**src/rtl/pla_pkg.sv**
```systemverilog
package pla_pkg;

   // Selects which literal form a configuration bit controls.
   typedef enum logic {
      LIT_TRUE = 1'b0,
      LIT_COMP = 1'b1
   } lit_sel_e;

   // Number of AND-plane bits: two literal selects per input per term.
   function automatic int and_bits(input int n_in, input int n_term);
      return n_in * 2 * n_term;
   endfunction

   // Number of OR-plane bits: one per (output, term) pair.
   function automatic int or_bits(input int n_term, input int n_out);
      return n_term * n_out;
   endfunction

   // Full configuration length including polarity bits.
   function automatic int cfg_len(input int n_in, input int n_term, input int n_out);
      return and_bits(n_in, n_term) + or_bits(n_term, n_out) + n_out;
   endfunction

   // Position of one literal select bit inside the AND plane.
   function automatic int and_index(input int n_in, input int t, input int i, input lit_sel_e s);
      return t * 2 * n_in + 2 * i + int'(s);
   endfunction

   // Position of one connection bit inside the OR plane (output-major).
   function automatic int or_index(input int n_term, input int o, input int t);
      return o * n_term + t;
   endfunction

endpackage

```
**src/rtl/pla_cfg_shift.sv**
```systemverilog
module pla_cfg_shift #(
   parameter int LEN = 34
) (
   input  logic           clk,
   input  logic           rst,
   input  logic           shift_en,
   input  logic           bit_in,
   output logic [LEN-1:0] cfg_q
);

   if (LEN < 2) begin : g_len_bad
      $error("pla_cfg_shift: LEN must be at least 2");
   end

   // New bits enter at the top and move toward index 0, so the first bit
   // sent ends at index 0 after LEN shifts.
   always_ff @(posedge clk) begin
      if (rst) begin
         cfg_q <= '0;
      end else if (shift_en) begin
         cfg_q <= {bit_in, cfg_q[LEN-1:1]};
      end
   end

endmodule

```
**src/rtl/pla_and_plane.sv**
```systemverilog
module pla_and_plane
   import pla_pkg::*;
#(
   parameter int N_IN   = 3,
   parameter int N_TERM = 4,
   parameter int AW     = 24
) (
   input  logic [N_IN-1:0]   x,
   input  logic [AW-1:0]     and_cfg,
   output logic [N_TERM-1:0] term
);

   localparam int LW = 2 * N_IN;

   if (AW != and_bits(N_IN, N_TERM)) begin : g_aw_bad
      $error("pla_and_plane: AW does not match N_IN and N_TERM");
   end

   for (genvar t = 0; t < N_TERM; t++) begin : g_term
      logic [LW-1:0] lit;
      logic [LW-1:0] sel;

      for (genvar i = 0; i < N_IN; i++) begin : g_lit
         assign lit[2*i + int'(LIT_TRUE)] = x[i];
         assign lit[2*i + int'(LIT_COMP)] = ~x[i];
         assign sel[2*i + int'(LIT_TRUE)] = and_cfg[and_index(N_IN, t, i, LIT_TRUE)];
         assign sel[2*i + int'(LIT_COMP)] = and_cfg[and_index(N_IN, t, i, LIT_COMP)];
      end

      // Unselected literals are forced to 1; an empty term is forced to 0.
      assign term[t] = (|sel) & (&(lit | ~sel));
   end

endmodule

```
**src/rtl/pla_or_plane.sv**
```systemverilog
module pla_or_plane
   import pla_pkg::*;
#(
   parameter int N_TERM = 4,
   parameter int N_OUT  = 2,
   parameter int OW     = 8
) (
   input  logic [N_TERM-1:0] term,
   input  logic [OW-1:0]     or_cfg,
   output logic [N_OUT-1:0]  sum
);

   if (OW != or_bits(N_TERM, N_OUT)) begin : g_ow_bad
      $error("pla_or_plane: OW does not match N_TERM and N_OUT");
   end

   for (genvar o = 0; o < N_OUT; o++) begin : g_out
      logic [N_TERM-1:0] conn;
      for (genvar t = 0; t < N_TERM; t++) begin : g_conn
         assign conn[t] = or_cfg[or_index(N_TERM, o, t)] & term[t];
      end
      assign sum[o] = |conn;
   end

endmodule

```
**src/rtl/pla_pol_stage.sv**
```systemverilog
module pla_pol_stage #(
   parameter int N_OUT = 2
) (
   input  logic [N_OUT-1:0] sum,
   input  logic [N_OUT-1:0] pol,
   output logic [N_OUT-1:0] dout
);

   for (genvar o = 0; o < N_OUT; o++) begin : g_xor
      assign dout[o] = sum[o] ^ pol[o];
   end

endmodule

```
**src/rtl/pla_core.sv**
```systemverilog
module pla_core
   import pla_pkg::*;
#(
   parameter int N_IN   = 3,
   parameter int N_TERM = 4,
   parameter int N_OUT  = 2
) (
   input  logic             clk,
   input  logic             rst,
   input  logic             cfg_shift_en,
   input  logic             cfg_bit,
   input  logic [N_IN-1:0]  din,
   output logic [N_OUT-1:0] dout
);

   localparam int AW  = and_bits(N_IN, N_TERM);
   localparam int OW  = or_bits(N_TERM, N_OUT);
   localparam int LEN = cfg_len(N_IN, N_TERM, N_OUT);

   if (N_IN < 1 || N_IN > 16) begin : g_in_bad
      $error("pla_core: N_IN out of range");
   end
   if (N_TERM < 1 || N_TERM > 64) begin : g_term_bad
      $error("pla_core: N_TERM out of range");
   end
   if (N_OUT < 2 || N_OUT > 32) begin : g_out_bad
      $error("pla_core: N_OUT out of range");
   end

   logic [LEN-1:0]    cfg_q;
   logic [N_TERM-1:0] term;
   logic [N_OUT-1:0]  sum;

   pla_cfg_shift #(.LEN(LEN)) u_cfg (
      .clk      (clk),
      .rst      (rst),
      .shift_en (cfg_shift_en),
      .bit_in   (cfg_bit),
      .cfg_q    (cfg_q)
   );

   pla_and_plane #(.N_IN(N_IN), .N_TERM(N_TERM), .AW(AW)) u_and (
      .x       (din),
      .and_cfg (cfg_q[AW-1:0]),
      .term    (term)
   );

   pla_or_plane #(.N_TERM(N_TERM), .N_OUT(N_OUT), .OW(OW)) u_or (
      .term   (term),
      .or_cfg (cfg_q[AW+OW-1:AW]),
      .sum    (sum)
   );

   pla_pol_stage #(.N_OUT(N_OUT)) u_pol (
      .sum  (sum),
      .pol  (cfg_q[LEN-1:AW+OW]),
      .dout (dout)
   );

endmodule

```
**config.mk**
```make
export PLATFORM = sky130hd
export DESIGN_NAME = pla_core
export DESIGN_NICKNAME = d
export VERILOG_FILES = /design/src/rtl/pla_pkg.sv /design/src/rtl/pla_cfg_shift.sv /design/src/rtl/pla_and_plane.sv /design/src/rtl/pla_or_plane.sv /design/src/rtl/pla_pol_stage.sv /design/src/rtl/pla_core.sv
export SDC_FILE = /design/constraint.sdc
export NUM_CORES = 1
export LEC_CHECK = 0
export CORE_UTILIZATION = 45
export DETAILED_ROUTE_END_ITERATION = 10
export GPL_ROUTABILITY_DRIVEN = 0
export PLACE_DENSITY = 0.68
export SYNTH_ARGS = -nofsm -noshare
export SYNTH_HDL_FRONTEND = slang
export SYNTH_SLANG_ARGS = --single-unit
```
**constraint.sdc**
```tcl
create_clock -name clk -period 2.4 [get_ports clk]
set_input_delay 0.48 -clock clk [delete_from_list [all_inputs] [get_ports clk]]
set_output_delay 0.48 -clock clk [all_outputs]
set_load 0.01 [all_outputs]
```
==> results.ini, run 1 <==
[global_routing]
grt_use_met2_pct=31.8
grt_pass1_vias=1102
overflow=0
track_usage_pct=19.4
top_usage_layer=met2
grt_max_degree=21
grtUsageMet1_pct=24.8
met3_usage_pct=4.59
antenna_found_initial=0
grt_pass1_wl_mm=5.01

[clock_network]
clk_pin_slew_ns=0.09
cts.htree.levels=2
cts_buffers=5
clock_latency_ns=0.32
cts_sinks=34
cts-root-to-sink-buffers=2
cts_setup_buffers=0
cts_tree=yes
cts-root-buf=clkbuf_4

[status]
status=finished with violations
violations=setup timing

[finish]
layout_commonest_cell=mux2i_1
reg_top3=u_cfg.cfg_q (34)
largest_register=u_cfg.cfg_q
final_net_count=185
diodes=0
syn_to_final_growth_pct=22.0
layout-drive-gt1-share_pct=19.7
layout_common_cells=mux2i_1, nor2_1, dfxtp_1
largest_register_ffs=34

[logic_synthesis]
synth_fa_ha_area_share_pct=0
async_flop_share_pct=0
synth_area_um2=1490
synth_flop_cell=dfxtp_1
ys_seq_area_share_pct=45.8
synth-compound-area-share_pct=1.77
synth.avg_cell_area_um2=9.84
ys_top_cells_by_area=dfxtp_1, mux2i_1, nor2_1, clkbuf_1, nor4_2
netlist-cell-type-count=18
synth_nets=158
yosysWarnings=0
synth-simple-area-share_pct=17.3
synth_top_area_share_pct=45.8
muxShareOfSynthArea_pct=31.2
synthCells=151
yosys.area_share.xor_xnor_pct=1.18
yosys_register_bits=34
synth.largest_area_cell=dfxtp_1
synth_edf_count=0
synth_top_family_by_area=multiplexers

[setup_path]
path_cells=or4_1 > o311a_1 > and3_4 > nor4_4 > xnor2_1 > buf_2
cp-startpoint=u_cfg.cfg_q[18]
path_delay_family=simple AND/OR/NAND/NOR gates
cpPeakStageDelay_ns=0.52
timing.rr.end=u_cfg.cfg_q[15]
crit_arrival_ns=2.25
cp_max_fo=2
reg2reg_depth=3
slowest_stage=or4_1
cp-end-kind=output port
cp_num_buf_inv=1
rr_startpoint=u_cfg.cfg_q[16]
rrSetupSlack_ns=1.61
startpoint_type=register
required_ns=1.92
critPathKind=reg2out

[routing]
final_antenna_net_count=0
routed_via_density=5.04
finalWirelength_mm=2.87
remaining_drc_errors=0
drtIter0Drc=64
drt_pre_antenna_iters=4
avgRoutedWirePerCell_um=12.9
num_vias=1118

[floorplan]
die_y_um=59.5
initial_utilization_pct=47.9
die-area_um2=3530
boundaryPins=9
row_count=20
die_w_um=59.5
core_area_um2=3100

[timing]
layout_setup_ws_ns=-0.330
fin_skew_ns=0.00355
fin_crit_sh_pct=114
slew_headroom_pct=70.4
layout_min_cycle_time_ns=2.73
rsz0062_at_grt=yes
slew_viol_final=0
finalSetupViolCount=2
worstMarginPinSlew_ns=0.444
hold_viol=0
fmax_mhz=366
whs_ns=0.530

[power]
ir_drop_mv=0.336
cellLeakagePower_nw=0.831
powerDensity_nw_per_um2=503

[hold_path]
hold_depth=2
hold_start=u_cfg.cfg_q[31]
hold_path_class=reg2reg
min_to=u_cfg.cfg_q[31]

[job]
maxCapViolCount=0

[placement]
dp_hpwl_mm=2.14
preCtsSetupSlack_ns=-0.651
placement.io_buffers=8

## metal layers
layer | wire length [um] | up-vias | share of wire [%]
li1 | - | 577 | -
met1 | 1330 | 525 | 46
met2 | 1420 | 12 | 49
met3 | 87 | 4 | 3.0
met4 | 32 | 0 | 1.1
met5 | 0 | - | 0
## cell type report
cell class	count	area, um^2
multi-input cells	108	795
well taps	44	55.1
repair buffers	29	235
flip-flops and latches	34	682
fillers	310	1290
clock buffers	7	45.0
## metrics by stage
stage               TNS [ns]  std cells  instance area [um^2]  utilization, %  total power, mW
detailed placement     -1.25        215                  1740            56.2            0.650
global route          -0.807        222                  1810            58.4            0.954
CTS                   -0.704        222                  1790            57.8            0.924
global placement       -1.22        215                  1740            56.2            0.649
finish                -0.634        222                  1810            58.4            0.912
floorplan                  0        151                  1490               -            0.622
## cells by family (layout without fill, tap and decap cells)
group / Yosys count / in the layout
mux: 46 / 46
flops: 34 / 34
compound gates: 3 / 3
xor+xnor: 2 / 2
simple gates: 57 / 57
buf+inv: 9 / 36
## report_power, final
part / total (mW) / leakage, nW / switching, mW / internal, mW
clock network: 0.277 / 0.0254 / 0.166 / 0.110
logic: 0.0673 / 0.531 / 0.0329 / 0.0343
registers: 0.567 / 0.275 / 0.00174 / 0.566
total: 0.912 / 0.831 / 0.201 / 0.710
## synthesized netlist by cell type (all sizes together), types with 2 or more instances
cell and number:
nor2 39, nand2 5, nand3 2, nor4 3, clkbuf 7, dfxtp 34, or4 3, mux2i 44
buf 2, nor3 3, xnor2 2, mux2 2, and3 2
## what timing repair did
item	4_1_cts	5_1_grt
endpoints found under the setup margin	2	2
pin swaps	4	6
resized for setup	10	4
hold buffers	0	0
## worst max-delay path by stage
stage                    to  slack, ns  cells after the start
floorplan           dout[0]       0.20                      5
global placement    dout[0]      -0.61                      8
detailed placement  dout[0]      -0.65                      8
CTS                 dout[1]      -0.36                      6
global route        dout[0]      -0.42                      6
finish              dout[0]      -0.33                      6
## worst reg2reg max path, cell delays in order, from the launching register on
cell     delay (ns)
dfxtp_1        0.32
buf_4          0.13
mux2i_1        0.16
nor2_1         0.07
Note: power is estimated with default switching activity, not from simulation.
==> run 2: changes to the inputs <==
PLACE_DENSITY = 0.62   (was 0.68)
SETUP_SLACK_MARGIN = 0.05   (was unset)
==> run 2 against run 1 <==
The run still ends with setup timing left. Non-clock buffer count up 1. Sequential share of layout area down 0.88 points. Cell count up 0.45%. Sequential power about the same. Via count up 2.0%. Critical path type unchanged. Critical endpoint is now dout[1].
==> results.ini, run 2 (synthesized netlist as in run 1, its figures left out) <==
[status]
status=finished with violations
violations=setup timing

[timing]
finalSetupViolCount=2
slew_viol_final=0
fin_skew_ns=0.0133
layout_setup_ws_ns=-0.261
fin_crit_sh_pct=111
hold_viol=0
slew_headroom_pct=74.1
fmax_mhz=376
rsz0062_at_grt=yes
worstMarginPinSlew_ns=0.385
layout_min_cycle_time_ns=2.66
tns_ns=-0.490

[clock_network]
cts_tree=yes
cts_buffers=5
cts-root-buf=clkbuf_4
cts.htree.levels=2
cts-root-to-sink-buffers=2
clock_latency_ns=0.34
cts_sinks=34
clk_pin_slew_ns=0.10

[hold_path]
hold_path_class=in2reg

[setup_path]
cp-end-kind=output port
startpoint_type=register
crit_arrival_ns=2.18
critPathKind=reg2out
cp_max_fo=2
required_ns=1.92

[global_routing]
grt_pass1_wl_mm=4.79
antenna_found_initial=0
track_usage_pct=18.7
grt_max_degree=33
grt_pass1_vias=1061
overflow=0

[power]
power_frac_seq_pct=61.5
powerDensity_nw_per_um2=499
combPwrFrac_pct=7.2
cellLeakagePower_nw=0.866
power.internal_uw=705
power_uw=924
ir_drop_mv=0.334
switching_share_pct=23.7
pwr-share-clk_pct=31.3
p_switching_uw=219

[finish]
diodes=0
reg_top3=u_cfg.cfg_q (34)
fin_cells=223
layout_commonest_cell=mux2i_1
final_net_count=186
largest_register=u_cfg.cfg_q
layout-drive-gt1-share_pct=23.5
largest_register_ffs=34
final_util_pct=59.7
layout_common_cells=mux2i_1, nor2_1, dfxtp_1
syn_to_final_growth_pct=24.7

[floorplan]
core_area_um2=3100
row_count=20
initial_utilization_pct=47.9
die_w_um=59.5
die_y_um=59.5
boundaryPins=9
die-area_um2=3530

[placement]
placement.io_buffers=8
dp.cells=216
preCtsSetupSlack_ns=-0.689
dp_hpwl_mm=2.03

[routing]
avgRoutedWirePerCell_um=12.9
drt_pre_antenna_iters=4
drtIter0Drc=35
remaining_drc_errors=0
finalWirelength_mm=2.89
routed_via_density=5.11
num_vias=1140
final_antenna_net_count=0

[job]
maxCapViolCount=0

==> run 2: cell type report <==
class                           count  area, um^2
Tap cell                           44        55.1
Sequential cell                    34         681
Fill cell                         305        1250
Clock inverter                      2        10.0
Multi-Input combinational cell    108         821
Timing Repair Buffer               30         248
Clock buffer                        5        37.5
==> run 2: what timing repair did <==
item	CTS	global route
gates cloned	0	0
pin swaps	5	3
hold buffers	0	0
buffers inserted	0	0
gates resized for setup	12	9
setup endpoints to repair	2	2
==> run 2: per-layer routing <==
| layer | part of all wire (%) | vias to the layer above | global-route usage (%) |
|---|---|---|---|
| met3 | 3.3 | 5 | 5.90 |
| met1 | 50 | 536 | 24.2 |
| met4 | 1.8 | 0 | 9.18 |
| met5 | 0 | - | 0 |
| li1 | - | 583 | - |
| met2 | 45 | 16 | 28.1 |
==> run 2: critical path, cell delays in order (launching register included) <==
cell	delay, ns
dfxtp_1	0.32
or4_1	0.53
o311a_1	0.32
and3_4	0.18
nor4_4	0.17
xnor2_1	0.17
buf_2	0.16
==> run 2: path summary, 6_finish.rpt <==
kind,startpoint,end,slack [ns],depth (start not counted)
worst max-delay path,u_cfg.cfg_q[18],dout[1],-0.26,6
worst min-delay path,cfg_shift_en,u_cfg.cfg_q[0],0.49,3
worst max register to register,u_cfg.cfg_q[2],u_cfg.cfg_q[1],1.63,3
worst min register to register,u_cfg.cfg_q[27],u_cfg.cfg_q[26],0.54,2
==> run 2: power groups by stage <==
| stage | clock (mW) | combinational [mW] | sequential, mW |
|---|---|---|---|
| floorplan | 0 | 0.0422 | 0.580 |
| global placement | 0 | 0.0688 | 0.581 |
| detailed placement | 0 | 0.0691 | 0.581 |
| CTS | 0.303 | 0.0680 | 0.568 |
| global route | 0.322 | 0.0714 | 0.568 |
| finish | 0.289 | 0.0670 | 0.568 |
==> run 2: stage by stage <==
step / hold WS [ns] / cell area [um^2]
after floorplan: 0.474 / 1490
after global placement: 0.503 / 1750
after detailed placement: 0.505 / 1750
after CTS: 0.483 / 1810
after global routing: 0.526 / 1850
final: 0.494 / 1850
